<file path="config.mk">
export PLATFORM = sky130hd
export DESIGN_NAME = uart_irq_ident
export DESIGN_NICKNAME = d
export VERILOG_FILES = /design/src/rtl/uart_irq_pkg.sv /design/src/rtl/uart_irq_thr_track.sv /design/src/rtl/uart_irq_rx_qual.sv /design/src/rtl/uart_irq_rank.sv /design/src/rtl/uart_irq_ident.sv
export SDC_FILE = /design/constraint.sdc
export NUM_CORES = 1
export LEC_CHECK = 0
export BUFFER_PORTS_ARGS = -buffer_cell sky130_fd_sc_hd__buf_2
export CAP_MARGIN = 40
export CORE_MARGIN = 2
export CORE_UTILIZATION = 36
export CTS_CLUSTER_SIZE = 24
export DETAILED_ROUTE_END_ITERATION = 6
export HOLD_SLACK_MARGIN = 0.05
export PLACE_DENSITY = 0.77
export SYNTH_ARGS = -nofsm -noshare
export SYNTH_HDL_FRONTEND = slang
export SYNTH_SLANG_ARGS = --single-unit
</file>
<file path="constraint.sdc">
create_clock -name clk -period 1.8 [get_ports clk]
set_clock_uncertainty 0.1 [all_clocks]
set_input_delay 0.18 -clock clk [delete_from_list [all_inputs] [get_ports clk]]
set_output_delay 0.18 -clock clk [all_outputs]
set_load 0.005 [all_outputs]
</file>
<file path="src/rtl/uart_irq_pkg.sv">
package uart_irq_pkg;
    typedef enum logic [3:0] {
        ID_MODEM   = 4'h0,
        ID_NONE    = 4'h1,
        ID_THRE    = 4'h2,
        ID_RXDATA  = 4'h4,
        ID_LINE    = 4'h6,
        ID_TIMEOUT = 4'hC
    } irq_id_e;

    typedef enum logic {
        THR_QUIET = 1'b0,
        THR_ARMED = 1'b1
    } thr_state_e;

    localparam int EN_RX    = 0;
    localparam int EN_TX    = 1;
    localparam int EN_LINE  = 2;
    localparam int EN_MODEM = 3;

    localparam int ST_DR    = 0;
    localparam int ST_THRE  = 5;
endpackage

</file>
<file path="src/rtl/uart_irq_thr_track.sv">
module uart_irq_thr_track
    import uart_irq_pkg::*;
(
    input  logic clk,
    input  logic rst_n,
    input  logic thre,
    input  logic en_tx,
    input  logic ier_wr,
    input  logic ier_new_tx,
    input  logic thr_wr,
    input  logic iir_rd,
    input  logic shown_thre,
    output logic pend_next
);
    thr_state_e state_q, state_d;
    logic       thre_d;
    logic       rise, toggle, ack;

    assign rise   = thre & ~thre_d;
    assign toggle = ier_wr & (ier_new_tx ^ en_tx);
    assign ack    = iir_rd & shown_thre;

    // state register
    always_ff @(posedge clk) begin
        if (!rst_n) begin
            state_q <= THR_QUIET;
            thre_d  <= 1'b1;
        end else begin
            state_q <= state_d;
            thre_d  <= thre;
        end
    end

    // transitions, first listed event wins
    always_comb begin
        state_d = state_q;
        unique case (state_q)
            THR_QUIET: begin
                if (thr_wr)
                    state_d = THR_QUIET;
                else if (toggle)
                    state_d = (ier_new_tx & thre) ? THR_ARMED : THR_QUIET;
                else if (rise)
                    state_d = THR_ARMED;
            end
            THR_ARMED: begin
                if (thr_wr)
                    state_d = THR_QUIET;
                else if (toggle)
                    state_d = (ier_new_tx & thre) ? THR_ARMED : THR_QUIET;
                else if (rise)
                    state_d = THR_ARMED;
                else if (ack)
                    state_d = THR_QUIET;
            end
            default: state_d = THR_QUIET;
        endcase
    end

    // output
    always_comb begin
        pend_next = (state_d == THR_ARMED);
    end
endmodule

</file>
<file path="src/rtl/uart_irq_rx_qual.sv">
module uart_irq_rx_qual #(
    parameter int CNT_W = 5
) (
    input  logic             fifo_en,
    input  logic             ready,
    input  logic [CNT_W-1:0] count,
    input  logic [CNT_W-1:0] trig,
    output logic             avail
);
    logic level_ok;

    assign level_ok = (count >= trig);
    assign avail    = ready & (~fifo_en | level_ok);
endmodule

</file>
<file path="src/rtl/uart_irq_rank.sv">
module uart_irq_rank
    import uart_irq_pkg::*;
(
    input  logic [3:0] ien,
    input  logic [4:1] errs,
    input  logic       timeout,
    input  logic       rx_avail,
    input  logic       thr_pend,
    input  logic [3:0] msr_delta,
    output irq_id_e    id
);
    logic line_hit, tmo_hit, rx_hit, tx_hit, ms_hit;

    assign line_hit = ien[EN_LINE]  & (|errs);
    assign tmo_hit  = ien[EN_RX]    & timeout;
    assign rx_hit   = ien[EN_RX]    & rx_avail;
    assign tx_hit   = ien[EN_TX]    & thr_pend;
    assign ms_hit   = ien[EN_MODEM] & (|msr_delta);

    always_comb begin
        if (line_hit)      id = ID_LINE;
        else if (tmo_hit)  id = ID_TIMEOUT;
        else if (rx_hit)   id = ID_RXDATA;
        else if (tx_hit)   id = ID_THRE;
        else if (ms_hit)   id = ID_MODEM;
        else               id = ID_NONE;
    end
endmodule

</file>
<file path="src/rtl/uart_irq_ident.sv">
module uart_irq_ident
    import uart_irq_pkg::*;
#(
    parameter  int FIFO_DEPTH = 16,
    localparam int CNT_W      = $clog2(FIFO_DEPTH + 1)
) (
    input  logic             clk,
    input  logic             rst_n,
    input  logic [3:0]       ien,
    input  logic [5:0]       line_stat,
    input  logic             fifo_en,
    input  logic [CNT_W-1:0] rx_count,
    input  logic [CNT_W-1:0] rx_trig,
    input  logic             rx_timeout,
    input  logic [3:0]       msr_delta,
    input  logic             thr_wr,
    input  logic             iir_rd,
    input  logic             ier_wr,
    input  logic             ier_new_tx,
    output logic [7:0]       iir_q,
    output logic             irq
);
    logic    pend_next;
    logic    rx_avail;
    irq_id_e id;

    uart_irq_thr_track u_thr (
        .clk        (clk),
        .rst_n      (rst_n),
        .thre       (line_stat[ST_THRE]),
        .en_tx      (ien[EN_TX]),
        .ier_wr     (ier_wr),
        .ier_new_tx (ier_new_tx),
        .thr_wr     (thr_wr),
        .iir_rd     (iir_rd),
        .shown_thre (iir_q[3:0] == ID_THRE),
        .pend_next  (pend_next)
    );

    uart_irq_rx_qual #(.CNT_W(CNT_W)) u_rxq (
        .fifo_en (fifo_en),
        .ready   (line_stat[ST_DR]),
        .count   (rx_count),
        .trig    (rx_trig),
        .avail   (rx_avail)
    );

    uart_irq_rank u_rank (
        .ien       (ien),
        .errs      (line_stat[4:1]),
        .timeout   (rx_timeout),
        .rx_avail  (rx_avail),
        .thr_pend  (pend_next),
        .msr_delta (msr_delta),
        .id        (id)
    );

    always_ff @(posedge clk) begin
        if (!rst_n) begin
            iir_q <= {4'h0, ID_NONE};
            irq   <= 1'b0;
        end else begin
            iir_q <= {{2{fifo_en}}, 2'b00, id};
            irq   <= (id != ID_NONE);
        end
    end
endmodule

</file>
==> results.json, run 1 <==
{
  "status": "finished, final reports clean",
  "final_common_cell": "buf_2",
  "antenna_found_initial": 0,
  "max_freq_ghz": 0.672,
  "io_pins": 41,
  "postPlaceCellArea_sq_um": 681,
  "routed_wl_um": 1150,
  "cts_buffers": 3,
  "layout_common_cells": "buf_2 (38), inv_1 (9), dfxtp_1 (8)",
  "syn_inst": 53,
  "post-route-util_pct": 57.8,
  "gp_congestion": 0.728,
  "ys.warnings.count": 0,
  "avgSynthCellArea_sq_um": 9.11,
  "insertion_delay_ns": 0.25,
  "drc": 0,
  "place_hpwl_um": 927,
  "cts_sinks": 8,
  "drive_above_1_share_pct": 43.8,
  "grt_usage_pct": 15.2,
  "worstHoldPathType": "primary input to register",
  "final_cell_area_sq_um": 733,
  "clk_path_buf_depth": 2,
  "synth-edff-count": 0,
  "path_class": "primary input to register",
  "drt_iter0_markers": 7,
  "first_pass_iters": 4,
  "synth_top_area_cell": "dfxtp_1",
  "cp_max_fo": 3,
  "finalCritPeriodShare_pct": 82.7,
  "rsz0062_at_grt": "false",
  "initial_core_util_pct": 38.1,
  "finalHoldViolations": 0,
  "core_sq_um": 1270,
  "grt_start_max_net_pins": 8,
  "cp.arrival_ns": 1.49,
  "avgViaCountPerCell": 5.00,
  "synth.distinct_cells": 29,
  "synthTopCellsByArea": "dfxtp_1 (33%), ha_1 (13%), inv_1 (7.0%), buf_4 (4.7%), o41ai_1 (3.6%)",
  "netlist_area_sq_um": 483,
  "finalCriticalPeriod_ns": 1.49,
  "end_kind": "register",
  "leakage_nw": 0.407,
  "ant_nets": 0,
  "clk_pin_slew_ns": 0.05,
  "final_nets": 135,
  "setup_viol": 0,
  "p_per_area_nw_per_um2": 579,
  "synth_top_cell_area_share_pct": 33.2,
  "die_area_sq_um": 1650,
  "async_flop_share_pct": 0,
  "routedWlPerCell_um": 10.4,
  "fp-row-count": 13,
  "grt_overflow": 0,
  "synth-seq-area-share_pct": 33.2,
  "diodes": 0,
  "die_h_um": 40.6,
  "ir_drop_mv": 0.471,
  "synthToLayoutAreaGrowth_pct": 51.8,
  "first_global_vias": 471,
  "power_uw": 424,
  "cp_data_required_time_ns": 1.80,
  "cts_root_buffer": "clkbuf_4",
  "worstSetupStartpointType": "primary input",
  "cts_tree": "done",
  "synthFlopType": "dfxtp_1",
  "slew_viol_final": 0,
  "cts_htree_levels": 1,
  "io_buffers": 38,
  "grt_pass1_wl_um": 1640,
  "setup_tns_ns": 0,
  "die_width_um": 40.6,
  "vias": 555,
  "max_cap_violations": 0,
  "synth_seq_cells": 8,
  "postCtsSetupRepairBufs": 0
}
-- power breakdown --
part / total (mW) / internal, mW / switching [mW]
clock network: 0.129 / 0.0758 / 0.0534
logic: 0.103 / 0.0595 / 0.0436
registers: 0.192 / 0.188 / 0.00400
total: 0.424 / 0.323 / 0.101
-- timing repair --
item / CTS / global route
resized for setup: 0 / 0
hold buffers: 3 / 0
endpoints found under the hold margin: 2 / 0
-- metal layers --
| layer | global-route usage, % | routed length, um | vias to the layer above |
|---|---|---|---|
| met4 | 6.67 | 17 | 0 |
| met5 | 0 | 0 | - |
| met3 | 4.89 | 97 | 4 |
| met2 | 29.0 | 598 | 33 |
| li1 | - | - | 278 |
| met1 | 14.7 | 435 | 240 |
-- synth_stat cells (all sizes together) (2+ instances only) --
cell	count
dfxtp	8
ha	5
inv	9
nand2b	2
nor3b	2
o41ai	2
buf	3
o21ai	2
-- state kept, by name (all words and copies together), names as in the netlist --
signal         count
u_thr.state_q      1
u_thr.thre_d       1
irq                1
iir_q              5
-- path summary, 6_finish.rpt --
path | start | endpoint | slack (ns) | cells past startpoint
max | rx_count[4] | irq | 0.31 | 6
min | fifo_en | iir_q[6] | 0.06 | 3
max reg2reg | iir_q[2] | iir_q[0] | 0.41 | 4
min reg2reg | u_thr.state_q | u_thr.state_q | 0.43 | 2
-- kinds of logic (layout without fill, tap and decap cells) --
group                      count (synthesis)  after routing  share of synthesized area, %
other                                      1              2                         0.776
adders and majority gates                  5              5                          13.0
buffers and inverters                     12             54                          11.7
DFF                                        8              8                          33.2
AOI/OAI and AO/OA                         16             16                          26.2
and+or+nand+nor                           11             11                          15.3
-- through the flow --
| stage | hold WS (ns) | setup WS [ns] | cells |
|---|---|---|---|
| floorplan | 0.153 | 0.248 | 54 |
| CTS | 0.0625 | 0.305 | 111 |
| finish | 0.0633 | 0.311 | 111 |
| global route | 0.0903 | 0.189 | 111 |
| detailed placement | 0.273 | 0.0457 | 105 |
| global placement | 0.270 | 0.109 | 105 |
-- cell type report --
class,instances,area (sq um)
repair buffers,42,228
clock buffers,3,22.5
flip-flops and latches,8,160
fillers,110,536
inverters,9,33.8
multi-input cells,34,270
well taps,15,18.8
-- critical path, cell delays in order --
cell and delay [ns]:
buf_2 0.10, ha_1 0.29, and2_1 0.16, o311ai_0 0.39, o211a_1 0.26, a41oi_1 0.12
(Power assumes the default switching activity.)
==> run 2: changes to the inputs <==
==> constraint.sdc (replaced) <==
create_clock -name clk -period 1.38 [get_ports clk]
set_clock_uncertainty 0.1 [all_clocks]
set_input_delay 0.138 -clock clk [delete_from_list [all_inputs] [get_ports clk]]
set_output_delay 0.138 -clock clk [all_outputs]
set_load 0.005 [all_outputs]
==> results.json, run 2 (synthesized netlist as in run 1, its figures left out) <==
{
  "status": "finished, final reports clean",
  "reg2reg_slack_ns": 0.03,
  "p_int_uw": 433,
  "multiInputGateArea_sq_um": 294,
  "worstReg2RegStart": "iir_q[2]",
  "cp.arrival_ns": 1.39,
  "ant_nets": 0,
  "power_uw": 579,
  "wl_met3_um": 107,
  "grt_usage_pct": 17.8,
  "die_h_um": 40.6,
  "min_to": "iir_q[3]",
  "finalHoldViolations": 0,
  "leakage_nw": 0.417,
  "final_cell_area_sq_um": 777,
  "die_width_um": 40.6,
  "routedWlPerCell_um": 10.4,
  "antenna_found_initial": 0,
  "core_sq_um": 1270,
  "io_buffers": 38,
  "insertion_delay_ns": 0.25,
  "switching_share_pct": 25.3,
  "synthToLayoutAreaGrowth_pct": 60.9,
  "seqPwrFrac_pct": 43.4,
  "final_common_cell": "buf_2",
  "cp_max_fo": 3,
  "place_ws_ns": -0.124,
  "regMostFlops": "iir_q",
  "reg2reg_depth": 4,
  "first_pass_iters": 2,
  "grt_start_max_net_pins": 8,
  "postPlaceCellArea_sq_um": 708,
  "max_freq_ghz": 0.743,
  "place_hpwl_um": 1020,
  "post-route-util_pct": 61.2,
  "ir_drop_mv": 0.495,
  "clk_pin_slew_ns": 0.06,
  "cts_tree": "done",
  "routed.top_layer": "met3",
  "diodes": 0,
  "layout_common_cells": "buf_2 (38), inv_1 (8), dfxtp_1 (6)",
  "pwr-share-clk_pct": 30.6,
  "reg2reg_to": "iir_q[0]",
  "finalCriticalPeriod_ns": 1.35,
  "wl_met2_um": 617,
  "drt_iter0_markers": 6,
  "switching_power_uw": 146,
  "fp-row-count": 13,
  "end_kind": "register",
  "io_pins": 41,
  "grt_overflow": 0,
  "worstHoldPathType": "primary input to register",
  "largest_reg_flops": 5,
  "first_global_vias": 468,
  "avgViaCountPerCell": 4.79,
  "path_class": "register to register",
  "rsz0062_at_grt": "true",
  "setup_slack_ns": 0.0348,
  "fillers": 123,
  "worstSetupStartpointType": "register",
  "initial_core_util_pct": 38.1,
  "cp_data_required_time_ns": 1.43,
  "finalCritPeriodShare_pct": 97.5,
  "min_delay_path_depth": 3,
  "gp_congestion": 0.749,
  "die_area_sq_um": 1650,
  "cts_buffers": 3,
  "drive_above_1_share_pct": 50.0,
  "drc": 0,
  "cts_htree_levels": 1,
  "cts_root_buffer": "clkbuf_4",
  "p_comb_share_pct": 26.0,
  "grt_pass1_wl_um": 1900,
  "vias": 541,
  "routed_wl_um": 1180,
  "p_per_area_nw_per_um2": 746,
  "cts_sinks": 8,
  "hold_ws_ns": 0.0905,
  "min_from": "rx_timeout",
  "final_nets": 137,
  "setup_viol": 0,
  "max_cap_violations": 0,
  "clk_path_buf_depth": 2,
  "m1WireLength_um": 450,
  "slew_viol_final": 0,
  "ff_latch_area_sq_um": 163
}
==> run 2: cell types whose count changed in the layout (fill, tap and decap cells not counted), sizes merged <==
| cell | before | now |
|---|---|---|
| buf | 39 | 40 |
| dlygate4sd3 | 3 | 4 |
==> run 2: metrics by stage <==
step | cells | TNS, ns
final | 113 | 0
after global placement | 106 | -0.254
after global routing | 113 | -0.0737
after floorplan | 54 | 0
after detailed placement | 106 | -0.390
after CTS | 113 | 0
==> run 2: timing repair <==
| item | 4_1_cts | 5_1_grt |
|---|---|---|
| endpoints found under the hold margin | 3 | 0 |
| hold buffers | 4 | 0 |
| buffers inserted | 0 | 0 |
| gates resized for setup | 0 | 4 |
| endpoints found under the setup margin | 0 | 4 |
==> run 2: how the worst max path moves through the flow <==
stage | from | to | slack, ns | cells after the start
finish | iir_q[2] | iir_q[0] | 0.03 | 4
floorplan | rx_trig[4] | irq | 0.03 | 6
global placement | rx_trig[4] | irq | -0.09 | 7
global route | iir_q[2] | iir_q[0] | -0.03 | 4
CTS | iir_q[2] | iir_q[0] | 0.005 | 4
detailed placement | rx_trig[4] | irq | -0.12 | 7
==> run 2: layout make-up <==
class,count,area share [%]
multi-input cells,34,37.8
repair buffers,44,31.6
flip-flops and latches,8,20.9
inverters,9,4.35
clock buffers,3,2.90
well taps,15,2.42
==> run 2: critical path: stages, from the launching register on <==
cell and delay (ns):
dfxtp_2 0.32, nand4bb_1 0.13, o21ai_2 0.06, a2111o_1 0.44, a41o_1 0.19
==> run 2: layer usage <==
layer | vias up | global-route usage, %
met5 | - | 0
met4 | 0 | 2.50
met3 | 0 | 8.15
met2 | 21 | 30.6
met1 | 234 | 20.5
li1 | 286 | -
==> run 2: power by group through the flow <==
stage	clock network, mW	registers, mW	logic, mW
floorplan	0	0.256	0.0658
global placement	0	0.254	0.136
detailed placement	0	0.255	0.142
CTS	0.183	0.250	0.151
global route	0.198	0.253	0.171
finish	0.177	0.251	0.151
